===== src/rtl/sbp_pkg.sv =====
package sbp_pkg;
  localparam logic [7:0] ANSWER_BASE = 8'hFE;

  // offset of a received byte from the answer base (wraps mod 256)
  function automatic logic [7:0] answer_offset(input logic [7:0] b);
    return b - ANSWER_BASE;
  endfunction

  // a byte is a valid answer when its offset is 0 or 1
  function automatic logic is_answer(input logic [7:0] b);
    return answer_offset(b) <= 8'd1;
  endfunction

  function automatic logic answer_bit(input logic [7:0] b);
    logic [7:0] d;
    d = answer_offset(b);
    return d[0];
  endfunction
endpackage


===== src/rtl/sbp_timeout.sv =====
module sbp_timeout #(
  parameter int SHORT_MS = 2500,
  parameter int LONG_MS  = 5000
) (
  input  logic clk,
  input  logic rst_n,
  input  logic start,
  input  logic sel_long,
  input  logic run,
  input  logic tick,
  output logic expired
);
  localparam int CW = $clog2(LONG_MS + 1);

  logic [CW-1:0] elapsed;
  logic [CW-1:0] limit;

  always_ff @(posedge clk) begin
    if (!rst_n) begin
      elapsed <= '0;
      limit   <= CW'(SHORT_MS);
    end else if (start) begin
      elapsed <= '0;
      limit   <= sel_long ? CW'(LONG_MS) : CW'(SHORT_MS);
    end else if (run && tick) begin
      elapsed <= elapsed + 1'b1;
    end
  end

  assign expired = run && tick && (elapsed == limit - 1'b1);
endmodule


===== src/rtl/sbp_probe_pacer.sv =====
module sbp_probe_pacer #(
  parameter int PROBE_MS = 25
) (
  input  logic clk,
  input  logic rst_n,
  input  logic start,
  input  logic echo_mode,
  input  logic run,
  input  logic tick,
  input  logic fire,
  output logic pending,
  output logic echo_q
);
  localparam int IW = (PROBE_MS < 2) ? 1 : $clog2(PROBE_MS + 1);

  logic [IW-1:0] gap;

  always_ff @(posedge clk) begin
    if (!rst_n) begin
      pending <= 1'b0;
      echo_q  <= 1'b0;
      gap     <= '0;
    end else if (start) begin
      echo_q  <= echo_mode;
      pending <= echo_mode;
      gap     <= '0;
    end else if (!run) begin
      pending <= 1'b0;
    end else if (fire) begin
      pending <= 1'b0;
      gap     <= '0;
    end else if (tick && echo_q && !pending) begin
      if (gap == IW'(PROBE_MS - 1)) begin
        pending <= 1'b1;
        gap     <= '0;
      end else begin
        gap <= gap + 1'b1;
      end
    end
  end
endmodule


===== src/rtl/status_bit_poller.sv =====
module status_bit_poller #(
  parameter int         SHORT_MS   = 2500,
  parameter int         LONG_MS    = 5000,
  parameter int         PROBE_MS   = 25,
  parameter logic [7:0] PROBE_CODE = 8'hF9
) (
  input  logic       clk,
  input  logic       rst_n,
  input  logic       req,
  input  logic       req_echo,
  input  logic       req_long,
  input  logic       ms_tick,
  input  logic       rx_valid,
  input  logic [7:0] rx_byte,
  input  logic       tx_ready,
  output logic       tx_valid,
  output logic [7:0] tx_byte,
  output logic       done,
  output logic       res_bit,
  output logic       lost
);
  import sbp_pkg::*;

  // named internal events, also observed by the bound checker
  logic busy_w;
  logic accept_w;
  logic rx_take_w;
  logic tmo_w;
  logic fire_w;
  logic pending_w;
  logic echo_w;

  assign accept_w  = req && !busy_w;
  assign rx_take_w = busy_w && rx_valid;
  assign tx_valid  = busy_w && pending_w;
  assign tx_byte   = PROBE_CODE;
  assign fire_w    = tx_valid && tx_ready;

  sbp_timeout #(.SHORT_MS(SHORT_MS), .LONG_MS(LONG_MS)) u_timeout (
    .clk      (clk),
    .rst_n    (rst_n),
    .start    (accept_w),
    .sel_long (req_long),
    .run      (busy_w),
    .tick     (ms_tick),
    .expired  (tmo_w)
  );

  sbp_probe_pacer #(.PROBE_MS(PROBE_MS)) u_pacer (
    .clk       (clk),
    .rst_n     (rst_n),
    .start     (accept_w),
    .echo_mode (req_echo),
    .run       (busy_w),
    .tick      (ms_tick),
    .fire      (fire_w),
    .pending   (pending_w),
    .echo_q    (echo_w)
  );

  always_ff @(posedge clk) begin
    if (!rst_n) begin
      busy_w  <= 1'b0;
      done    <= 1'b0;
      res_bit <= 1'b0;
      lost    <= 1'b0;
    end else begin
      done <= 1'b0;
      if (accept_w) begin
        busy_w  <= 1'b1;
        res_bit <= 1'b0;
        lost    <= 1'b0;
      end else if (rx_take_w) begin
        busy_w  <= 1'b0;
        done    <= 1'b1;
        res_bit <= is_answer(rx_byte) ? answer_bit(rx_byte) : 1'b0;
        lost    <= !is_answer(rx_byte);
      end else if (tmo_w) begin
        busy_w  <= 1'b0;
        done    <= 1'b1;
        res_bit <= 1'b0;
        lost    <= 1'b1;
      end
    end
  end
endmodule


===== config.mk =====
export PLATFORM = sky130hd
export DESIGN_NAME = status_bit_poller
export DESIGN_NICKNAME = d
export VERILOG_FILES = /design/src/rtl/sbp_pkg.sv /design/src/rtl/sbp_timeout.sv /design/src/rtl/sbp_probe_pacer.sv /design/src/rtl/status_bit_poller.sv
export SDC_FILE = /design/constraint.sdc
export NUM_CORES = 1
export LEC_CHECK = 0
export BUFFER_PORTS_ARGS = -buffer_cell sky130_fd_sc_hd__buf_2
export CORE_MARGIN = 2
export CORE_UTILIZATION = 57
export CTS_BUF_LIST = sky130_fd_sc_hd__clkbuf_4
export DETAILED_ROUTE_END_ITERATION = 8
export HOLD_SLACK_MARGIN = 0.12
export PLACE_DENSITY = 0.82
export SLEW_MARGIN = 20
export SYNTH_ARGS = -nofsm -noshare
export SYNTH_HDL_FRONTEND = slang
export SYNTH_SLANG_ARGS = --single-unit

===== constraint.sdc =====
create_clock -name clk -period 1.7 [get_ports clk]
set_input_delay 0.425 -clock clk [delete_from_list [all_inputs] [get_ports clk]]
set_output_delay 0.425 -clock clk [all_outputs]
set_load 0.1 [all_outputs]

==> results.sh, run 1 <==
export IMPL_outcome="completed"
export IMPL_power_density_cell_area_nw_per_um2=661
export IMPL_setup_worst_path_end_class="primary output"
export IMPL_synthToLayoutAreaGrowth_pct=13.3
export IMPL_first_pass_iters=6
export IMPL_antenna_found_initial=0
export IMPL_layout_cell_area_non_filler_sq_um=1690
export IMPL_synth_seq_cells=26
export IMPL_yosysTopAreaCellShare_pct=35.0
export IMPL_totalPowerFinal_w=0.00111
export IMPL_design_portCount=28
export IMPL_setup_viol=0
export IMPL_drtIter0Drc=22
export IMPL_synth_area_leader_cell="dfxtp_1"
export IMPL_placedCellCount=222
export IMPL_cts_tree="yes"
export IMPL_hold_class="input pin to flip-flop"
export IMPL_maxClockFrequency_mhz=616
export IMPL_rr_worst_depth=6
export IMPL_postSynthCellCount=172
export IMPL_worst_case_clock_skew_ns=0.00377
export IMPL_library_cells_used_by_synthesis=43
export IMPL_placementRows=18
export IMPL_worst_skew_pair_late_latency_ns=0.31
export IMPL_layout_drive_gt1_share_pct=25.5
export IMPL_commonest_cells_after_routing_fill_and_taps_aside="dfxtp_1 (22), buf_2 (18), nor2_1 (17), xor2_1 (12), nand2_1 (11)"
export IMPL_chipWidth_microns=55.1
export IMPL_finalWirelength_microns=2880
export IMPL_port_buffer_count=19
export IMPL_initial_core_utilization_pct=60.1
export IMPL_yosysSeqAreaShare_pct=35.0
export IMPL_max_cap_viol_count=0
export IMPL_timing_critical_path_required_ns=1.27
export IMPL_grt_first_pass_wirelength_microns=4780
export IMPL_maxSlewViolCount=0
export IMPL_cts_max_path_buffers=2
export IMPL_detail_route_wl_per_cell_microns=12.8
export IMPL_netlist_area_sq_um=1490
export IMPL_antenna_cells_inserted=0
export IMPL_hold_depth=2
export IMPL_worstSetupPathType="flip-flop to primary output"
export IMPL_cts_sink_count=26
export IMPL_total_routing_usage_reported_by_global_routing_pct=22.3
export IMPL_layout_cells_non_filler=226
export IMPL_gp_congestion=0.815
export IMPL_final_min_period_over_clock_period_pct=95.6
export IMPL_fp_dieH_microns=55.1
export IMPL_cp_start_kind="flip-flop"
export IMPL_route_detailed_vias_per_inst=5.42
export IMPL_final_hold_violation_count=0
export IMPL_fill_cells=206
export IMPL_finalWorstPathRequiredPeriod_ns=1.62
export IMPL_postCtsHoldBufs=0
export IMPL_cellLeakagePower_nw=0.721
export IMPL_grt_start_max_net_pins=14
export IMPL_syn_avg_cell_area_sq_um=8.65
export IMPL_timing_critical_path_fanout_max=13
export IMPL_design_final_nets=221
export IMPL_cts_made_buffers=3
export IMPL_clock_tree_htree_level_count=1
export IMPL_pre_cts_slack_ns=-0.0232
export IMPL_die_area_sq_um=3030
export IMPL_hpwl_microns=2280
export IMPL_globalRoute_totalOverflow=0
export IMPL_cts_clk_slew_worst_paths_ns=0.13
export IMPL_antenna_violating_nets_post_route=0
export IMPL_drc_errors=0
export IMPL_core_area_sq_um=2480
export IMPL_ir_drop_mv=0.813
export IMPL_cp_arrival_ns=1.20
export IMPL_cts_root_buffer="clkbuf_4"
export IMPL_warning_count_from_the_yosys_run=0
export IMPL_layout_cells_most_common="dfxtp_1"
export IMPL_dpl_cell_area_sq_um=1630
export IMPL_synth_top_cells_by_area="dfxtp_1 (35%), xor2_1 (7.1%), ha_1 (5.9%)"
export IMPL_final_setup_worst_slack_ns=0.0755
export IMPL_grt_pass1_vias=1125
export IMPL_routed_via_count=1224
critical path, cell delays in order (launching register included):
cell and delay, ns:
dfxtp_2 0.35, buf_4 0.17, and2_4 0.19, buf_12 0.17
path summary, 6_finish.rpt:
check             slack [ns]              endpoint                 start
setup reg to reg        0.08                  lost   u_timeout.limit[11]
hold reg to reg         0.49  u_timeout.elapsed[1]  u_timeout.elapsed[1]
hold / removal          0.33   u_timeout.limit[11]              req_long
setup / recovery        0.08              tx_valid                busy_w
registers in the layout (all words and copies together), names as in the netlist:
| signal | flops |
|---|---|
| u_timeout.elapsed | 13 |
| u_pacer.gap | 5 |
| u_timeout.limit | 2 |
| busy_w | 1 |
| done | 1 |
| lost | 1 |
| res_bit | 1 |
| u_pacer.echo_q | 1 |
| u_pacer.pending | 1 |
power breakdown:
part           total, W  internal [W]  switching [W]
sequential     0.000629      0.000621     0.00000744
combinational  0.000234     0.0000669       0.000167
clock          0.000251     0.0000828       0.000169
total           0.00111      0.000771       0.000343
area by class of cell:
class	instances	area, sq um	share of cell area, %
Inverter	7	26.3	1.56
Sequential cell	26	526	31.2
Timing Repair Buffer	29	185	11.0
Multi-Input combinational cell	131	888	52.7
Tap cell	30	37.5	2.23
Clock buffer	3	22.5	1.34
per-stage QoR:
stage	setup TNS, ns	utilization [%]	hold WS (ns)
floorplan	0	-	0.445
global placement	0	66.0	0.460
detailed placement	-0.0232	66.0	0.485
CTS	0	67.2	0.320
global route	-0.0355	68.0	0.304
finish	0	68.0	0.327
metal layers:
metal	routed length, microns	track usage [%]
met5	0	0
met4	22	6.50
met1	1280	26.1
met3	127	6.72
met2	1450	38.9
logic make-up after synthesis:
kind of cell    share of synthesized area, %
flops                                   35.0
mux                                    0.673
compound gates                          10.7
xor+xnor                                10.0
buf+inv                                 7.99
simple gates                            29.3
fa+ha+maj                               5.89
other cells                            0.505
cell usage after synthesis:
master and n:
a211oi_1 1, a21oi_1 7, a22o_1 1, a22oi_1 1, a31oi_1 2, and2_1 3, and3_1 5, and3_2 1
and3b_1 2, and4_1 2, and4b_1 1, buf_2 4, buf_4 9, clkbuf_2 1, conb_1 2, dfxtp_1 26
ha_1 7, inv_1 7, mux2i_1 1, nand2_1 11, nand2b_1 3, nand3_1 7, nand3b_1 2, nand3b_2 1
nand4_1 4, nand4_2 1, nand4b_1 1, nor2_1 17, nor2_2 2, nor3_1 5, nor4_1 2, nor4_2 1
nor4_4 1, o211ai_1 4, o21a_1 1, o21ai_0 3, o22ai_1 2, o22ai_2 1, o311a_1 1, or3_1 1
or4_4 1, xnor2_1 5, xor2_1 12
what timing repair did:
action / 4_1_cts / 5_1_grt
setup endpoints to repair: 1 / 4
gates resized for setup: 1 / 8
setup buffers: 1 / 0
pin swaps: 0 / 4
Note: power is estimated with default switching activity, not from simulation.
==> run 2: changes to the inputs <==
- BUFFER_PORTS_ARGS: -buffer_cell sky130_fd_sc_hd__buf_2 -> unset
- CORE_UTILIZATION: 57 -> 65
- DONT_BUFFER_PORTS: unset -> 1
- PLACE_DENSITY: 0.82 -> 0.81
- REMOVE_ABC_BUFFERS: unset -> 1
==> results.sh, run 2 (synthesized netlist as in run 1, its figures left out) <==
export IMPL_port_buffer_count=0
export IMPL_p_switching_w=0.000335
export IMPL_worst_r2r_startpoint="u_timeout.limit[9]"
export IMPL_globalRoute_totalOverflow=0
export IMPL_cts_tree="yes"
export IMPL_route_detailed_vias_per_inst=5.87
export IMPL_routed_via_count=1198
export IMPL_cp_arrival_ns=1.96
export IMPL_cts_sink_count=26
export IMPL_placementRows=17
export IMPL_final_hold_violation_count=0
export IMPL_worst_skew_pair_late_latency_ns=0.32
export IMPL_cts_made_buffers=3
export IMPL_hold_class="input pin to flip-flop"
export IMPL_max_cap_viol_count=0
export IMPL_cp_start_kind="flip-flop"
export IMPL_design_portCount=28
export IMPL_postCtsHoldBufs=0
export IMPL_grt_util_met1_pct=26.7
export IMPL_outcome="completed"
export IMPL_relSlewSlack_pct=67.4
export IMPL_grt_first_pass_wirelength_microns=4860
export IMPL_grt_pass1_vias=1181
export IMPL_setup_repair_after_global_routing_missed_its_margin="yes"
export IMPL_setup_viol=0
export IMPL_largest_reg_flops=13
export IMPL_worst_case_clock_skew_ns=0.00323
export IMPL_antenna_found_initial=0
export IMPL_layout_drive_gt1_share_pct=15.9
export IMPL_hpwl_microns=2190
export IMPL_commonest_cells_after_routing_fill_and_taps_aside="dfxtp_1 (23), nor2_1 (17), xor2_1 (12), nand2_1 (11), conb_1 (8)"
export IMPL_chipWidth_microns=51.8
export IMPL_biggestRegsByFlops="u_timeout.elapsed: 13 flops, u_pacer.gap: 5 flops, u_timeout.limit: 2 flops"
export IMPL_worst_hold_path_endpoint="u_pacer.gap[1]"
export IMPL_rr_worst_depth=6
export IMPL_setup_worst_path_end_class="flip-flop"
export IMPL_cellLeakagePower_nw=0.641
export IMPL_drtIter0Drc=21
export IMPL_first_pass_iters=4
export IMPL_maxSlewViolCount=0
export IMPL_worstSetupPathType="flip-flop to flip-flop"
export IMPL_finalWirelength_microns=2900
export IMPL_clock_power_share_pct=23.7
export IMPL_fp_dieH_microns=51.8
export IMPL_timing_critical_path_fanout_max=4
export IMPL_layout_cell_area_non_filler_sq_um=1580
export IMPL_worst_slew_pin_slew_ns=0.484
export IMPL_cts_max_path_buffers=2
export IMPL_hold_depth=1
export IMPL_multi_input_logic_area_sq_um=886
export IMPL_drc_errors=0
export IMPL_antenna_violating_nets_post_route=0
export IMPL_dpl_cell_area_sq_um=1520
export IMPL_grt_use_met3_pct=3.74
export IMPL_reg2reg_setup_slack_ns=0.005
export IMPL_design_final_nets=201
export IMPL_ir_drop_mv=0.573
export IMPL_switching_share_pct=30.8
export IMPL_initial_core_utilization_pct=67.9
export IMPL_maxClockFrequency_mhz=590
export IMPL_antenna_cells_inserted=0
export IMPL_final_min_period_over_clock_period_pct=99.7
export IMPL_synthToLayoutAreaGrowth_pct=6.22
export IMPL_total_routing_usage_reported_by_global_routing_pct=23.9
export IMPL_placedCellCount=199
export IMPL_global_route_hottest_layer="met2"
export IMPL_timing_critical_path_required_ns=1.97
export IMPL_finalWorstPathRequiredPeriod_ns=1.69
export IMPL_cts_clk_slew_worst_paths_ns=0.13
export IMPL_detail_route_wl_per_cell_microns=14.2
export IMPL_layout_cells_non_filler=204
export IMPL_largest_register="u_timeout.elapsed"
export IMPL_power_density_cell_area_nw_per_um2=688
export IMPL_finalSetupTns_ns=0
export IMPL_ff_latch_area_sq_um=527
export IMPL_pwr_share_seq_pct=58.1
export IMPL_power_frac_comb_pct=18.2
export IMPL_core_area_sq_um=2190
export IMPL_clock_tree_htree_level_count=1
export IMPL_grt_util_met2_pct=43.9
export IMPL_regToRegEndpoint="lost"
export IMPL_holdCritStartpoint="tx_ready"
export IMPL_cts_root_buffer="clkbuf_4"
export IMPL_fill_cells=176
export IMPL_grt_start_max_net_pins=16
export IMPL_die_area_sq_um=2690
export IMPL_gp_congestion=0.834
export IMPL_layout_cells_most_common="dfxtp_1"
export IMPL_core_util_final_pct=72.1
export IMPL_internal_power_w=0.000752
==> run 2: cell count changes in the layout (fill, tap and decap cells not counted) <==
| cell | previous run | this run |
|---|---|---|
| buf_4 | 10 | 7 |
| buf_6 | 0 | 1 |
| ha_2 | 1 | 0 |
| dfxtp_1 | 22 | 23 |
| buf_2 | 18 | 0 |
| dfxtp_4 | 0 | 1 |
| dfxtp_2 | 4 | 2 |
| ha_1 | 5 | 6 |
==> run 2: routing by layer <==
layer / share of wire [%] / vias up
met5: 0 / -
met4: 1.7 / 0
met3: 5.0 / 5
met2: 54 / 31
met1: 39 / 570
li1: - / 592
==> run 2: worst max-delay path by stage <==
stage                             startpoint  slack (ns)  cells past startpoint              to
final                     u_timeout.limit[9]       0.005                      6            lost
after global routing      u_timeout.limit[9]       -0.06                      6            lost
after CTS                             busy_w        0.01                      3        tx_valid
after detailed placement  u_timeout.limit[9]        0.04                      6          busy_w
after global placement    u_timeout.limit[9]        0.09                      6          busy_w
after floorplan                       busy_w       -0.33                      4  u_pacer.gap[0]
==> run 2: critical path: stages (launching register included) <==
cell and delay, ns:
dfxtp_4 0.38, buf_4 0.13, ha_1 0.18, xor2_1 0.17, nand3_1 0.17, nor4_4 0.40, o311a_1 0.22
==> run 2: power by group through the flow <==
| stage | Sequential, W | Clock (W) | Combinational (W) |
|---|---|---|---|
| after floorplan | 0.000657 | 0 | 0.000140 |
| after global placement | 0.000643 | 0 | 0.000179 |
| after detailed placement | 0.000644 | 0 | 0.000184 |
| after CTS | 0.000631 | 0.000270 | 0.000185 |
| after global routing | 0.000633 | 0.000287 | 0.000211 |
| final | 0.000631 | 0.000258 | 0.000198 |
==> run 2: cell type report <==
class | count | share of cell area (%)
multi-input cells | 131 | 56.1
repair buffers | 9 | 5.30
inverters | 7 | 1.66
flip-flops and latches | 26 | 33.3
well taps | 28 | 2.22
clock buffers | 3 | 1.43
==> run 2: repair_timing <==
| item | CTS | global route |
|---|---|---|
| setup buffers | 0 | 2 |
| endpoints found under the hold margin | 0 | 0 |
| pin swaps | 0 | 4 |
| gates resized for setup | 2 | 7 |
| endpoints found under the setup margin | 1 | 5 |
==> run 2: through the flow <==
step                hold WS, ns  power, W  worst slack [ns]
floorplan                 0.445  0.000797            -0.327
global placement          0.460  0.000823            0.0860
detailed placement        0.465  0.000828            0.0425
CTS                       0.170   0.00109            0.0122
global route              0.176   0.00113           -0.0583
finish                    0.181   0.00109           0.00503
==> run 3: changes to the inputs <==
- BUFFER_PORTS_ARGS: unset -> -buffer_cell sky130_fd_sc_hd__buf_2
- CORE_UTILIZATION: 65 -> 54
- CTS_BUF_LIST: sky130_fd_sc_hd__clkbuf_4 -> sky130_fd_sc_hd__clkbuf_16
- DONT_BUFFER_PORTS: 1 -> unset
- PLACE_DENSITY: 0.81 -> 0.78
==> results.sh, run 3 (synthesized netlist as in run 1, its figures left out) <==
export IMPL_setup_worst_path_end_class="primary output"
export IMPL_cts_made_buffers=3
export IMPL_worst_case_clock_skew_ns=0.00615
export IMPL_setup_viol=0
export IMPL_chipWidth_microns=56.5
export IMPL_ir_drop_mv=0.537
export IMPL_cts_root_buffer="clkbuf_16"
export IMPL_pre_cts_slack_ns=-0.0206
export IMPL_layout_drive_gt1_share_pct=20.2
export IMPL_worstSetupPathType="flip-flop to primary output"
export IMPL_die_area_sq_um=3190
export IMPL_grt_first_pass_wirelength_microns=5030
export IMPL_final_setup_worst_slack_ns=0.0429
export IMPL_holdCritStartpoint="tx_ready"
export IMPL_drtIter0Drc=23
export IMPL_cts_tree="yes"
export IMPL_first_pass_iters=4
export IMPL_synthToLayoutAreaGrowth_pct=14.1
export IMPL_maxClockFrequency_mhz=603
export IMPL_largest_reg_flops=13
export IMPL_core_area_sq_um=2690
export IMPL_finalWorstPathRequiredPeriod_ns=1.66
export IMPL_globalRoute_totalOverflow=0
export IMPL_power_density_cell_area_nw_per_um2=809
export IMPL_rr_worst_depth=6
export IMPL_hold_class="input pin to flip-flop"
export IMPL_outcome="completed"
export IMPL_cts_clk_slew_worst_paths_ns=0.07
export IMPL_finalWirelength_microns=3000
export IMPL_antenna_cells_inserted=0
export IMPL_dpl_cell_area_sq_um=1610
export IMPL_design_final_nets=217
export IMPL_antenna_found_initial=0
export IMPL_finalSetupTns_ns=0
export IMPL_design_portCount=28
export IMPL_layout_cells_most_common="dfxtp_1"
export IMPL_biggestRegsByFlops="u_timeout.elapsed: 13 flops, u_pacer.gap: 5 flops, u_timeout.limit: 2 flops"
export IMPL_reg2reg_setup_slack_ns=0.09
export IMPL_cellLeakagePower_nw=0.731
export IMPL_worst_hold_path_endpoint="u_pacer.gap[1]"
export IMPL_worst_skew_pair_late_latency_ns=0.26
export IMPL_clock_tree_htree_level_count=1
export IMPL_fill_cells=232
export IMPL_total_routing_usage_reported_by_global_routing_pct=19.9
export IMPL_worst_r2r_startpoint="u_timeout.limit[11]"
export IMPL_timing_critical_path_fanout_max=14
export IMPL_commonest_cells_after_routing_fill_and_taps_aside="dfxtp_1 (25), buf_2 (18), nor2_1 (17), xor2_1 (12), nand2_1 (11)"
export IMPL_postCtsHoldBufs=0
export IMPL_postCtsSetupBuffers=0
export IMPL_cts_max_path_buffers=2
export IMPL_regToRegEndpoint="lost"
export IMPL_route_detailed_vias_per_inst=5.56
export IMPL_cts_sink_count=26
export IMPL_final_hold_violation_count=0
export IMPL_totalPowerFinal_w=0.00137
export IMPL_max_cap_viol_count=0
export IMPL_hpwl_microns=2150
export IMPL_port_buffer_count=19
export IMPL_initial_core_utilization_pct=55.4
export IMPL_antenna_violating_nets_post_route=0
export IMPL_placementRows=19
export IMPL_largest_register="u_timeout.elapsed"
export IMPL_timing_critical_path_required_ns=1.27
export IMPL_setup_repair_after_global_routing_missed_its_margin="yes"
export IMPL_detail_route_wl_per_cell_microns=13.4
export IMPL_fp_dieH_microns=56.5
export IMPL_maxSlewViolCount=0
export IMPL_layout_cell_area_non_filler_sq_um=1700
export IMPL_drc_errors=0
export IMPL_final_min_period_over_clock_period_pct=97.5
export IMPL_cp_start_kind="flip-flop"
export IMPL_grt_start_max_net_pins=15
export IMPL_cp_arrival_ns=1.23
export IMPL_gp_congestion=0.805
export IMPL_routed_via_count=1245
export IMPL_hold_depth=2
export IMPL_grt_pass1_vias=1149
-- run 3: cell types whose count changed in the layout (fill, tap and decap cells not counted), moves of 2 or more --
cell / previous run / this run
buf_2: 0 / 18
clkbuf_16: 0 / 3
clkbuf_4: 3 / 0
buf_4: 7 / 5
dfxtp_1: 23 / 25
inv_1: 5 / 7
inv_2: 2 / 0
-- run 3: final cells by class --
class                           count  area, sq um  area share, %
Multi-Input combinational cell    131          873           51.4
Tap cell                           31         38.8           2.28
Sequential cell                    26          522           30.7
Timing Repair Buffer               25          159           9.36
Clock inverter                      1         3.75          0.221
Clock buffer                        3         75.1           4.42
Inverter                            7         26.3           1.55
-- run 3: power by group --
part	internal (W)	total, W	switching (W)
logic	0.0000562	0.000218	0.000162
clock network	0.000315	0.000525	0.000210
registers	0.000620	0.000631	0.0000101
-- run 3: worst max path at each step --
stage	end	start	slack, ns
2_1_floorplan	u_pacer.gap[0]	busy_w	-0.33
3_3_place_gp	lost	rx_byte[1]	-0.001
3_5_place_dp	lost	rx_byte[1]	-0.02
4_1_cts	tx_valid	busy_w	0.02
5_1_grt	lost	u_timeout.limit[11]	-0.006
6_report	tx_valid	busy_w	0.04
-- run 3: routing by layer --
| metal | vias to the layer above | part of all wire, % | GRT usage, % |
|---|---|---|---|
| li1 | 628 | - | - |
| met1 | 576 | 45 | 25.6 |
| met2 | 35 | 50 | 33.2 |
| met3 | 6 | 3.6 | 3.69 |
| met4 | 0 | 1.5 | 7.14 |
| met5 | - | 0 | 0 |
-- run 3: worst max-delay path, stage by stage, from the launching register on --
cell	delay [ns]
dfxtp_1	0.43
buf_6	0.19
and2_4	0.18
buf_12	0.17
-- run 3: through the flow --
| stage | std cells | utilization, % | hold slack (ns) |
|---|---|---|---|
| floorplan | 164 | - | 0.445 |
| global placement | 220 | 60.0 | 0.460 |
| detailed placement | 220 | 60.0 | 0.472 |
| CTS | 224 | 63.1 | 0.387 |
| global route | 224 | 63.2 | 0.406 |
| finish | 224 | 63.2 | 0.388 |
-- run 3: repair_timing --
| item | in CTS | in global routing |
|---|---|---|
| setup endpoints to repair | 2 | 5 |
| endpoints found under the hold margin | 0 | 0 |
| pin swaps | 2 | 1 |
| gates resized for setup | 2 | 1 |
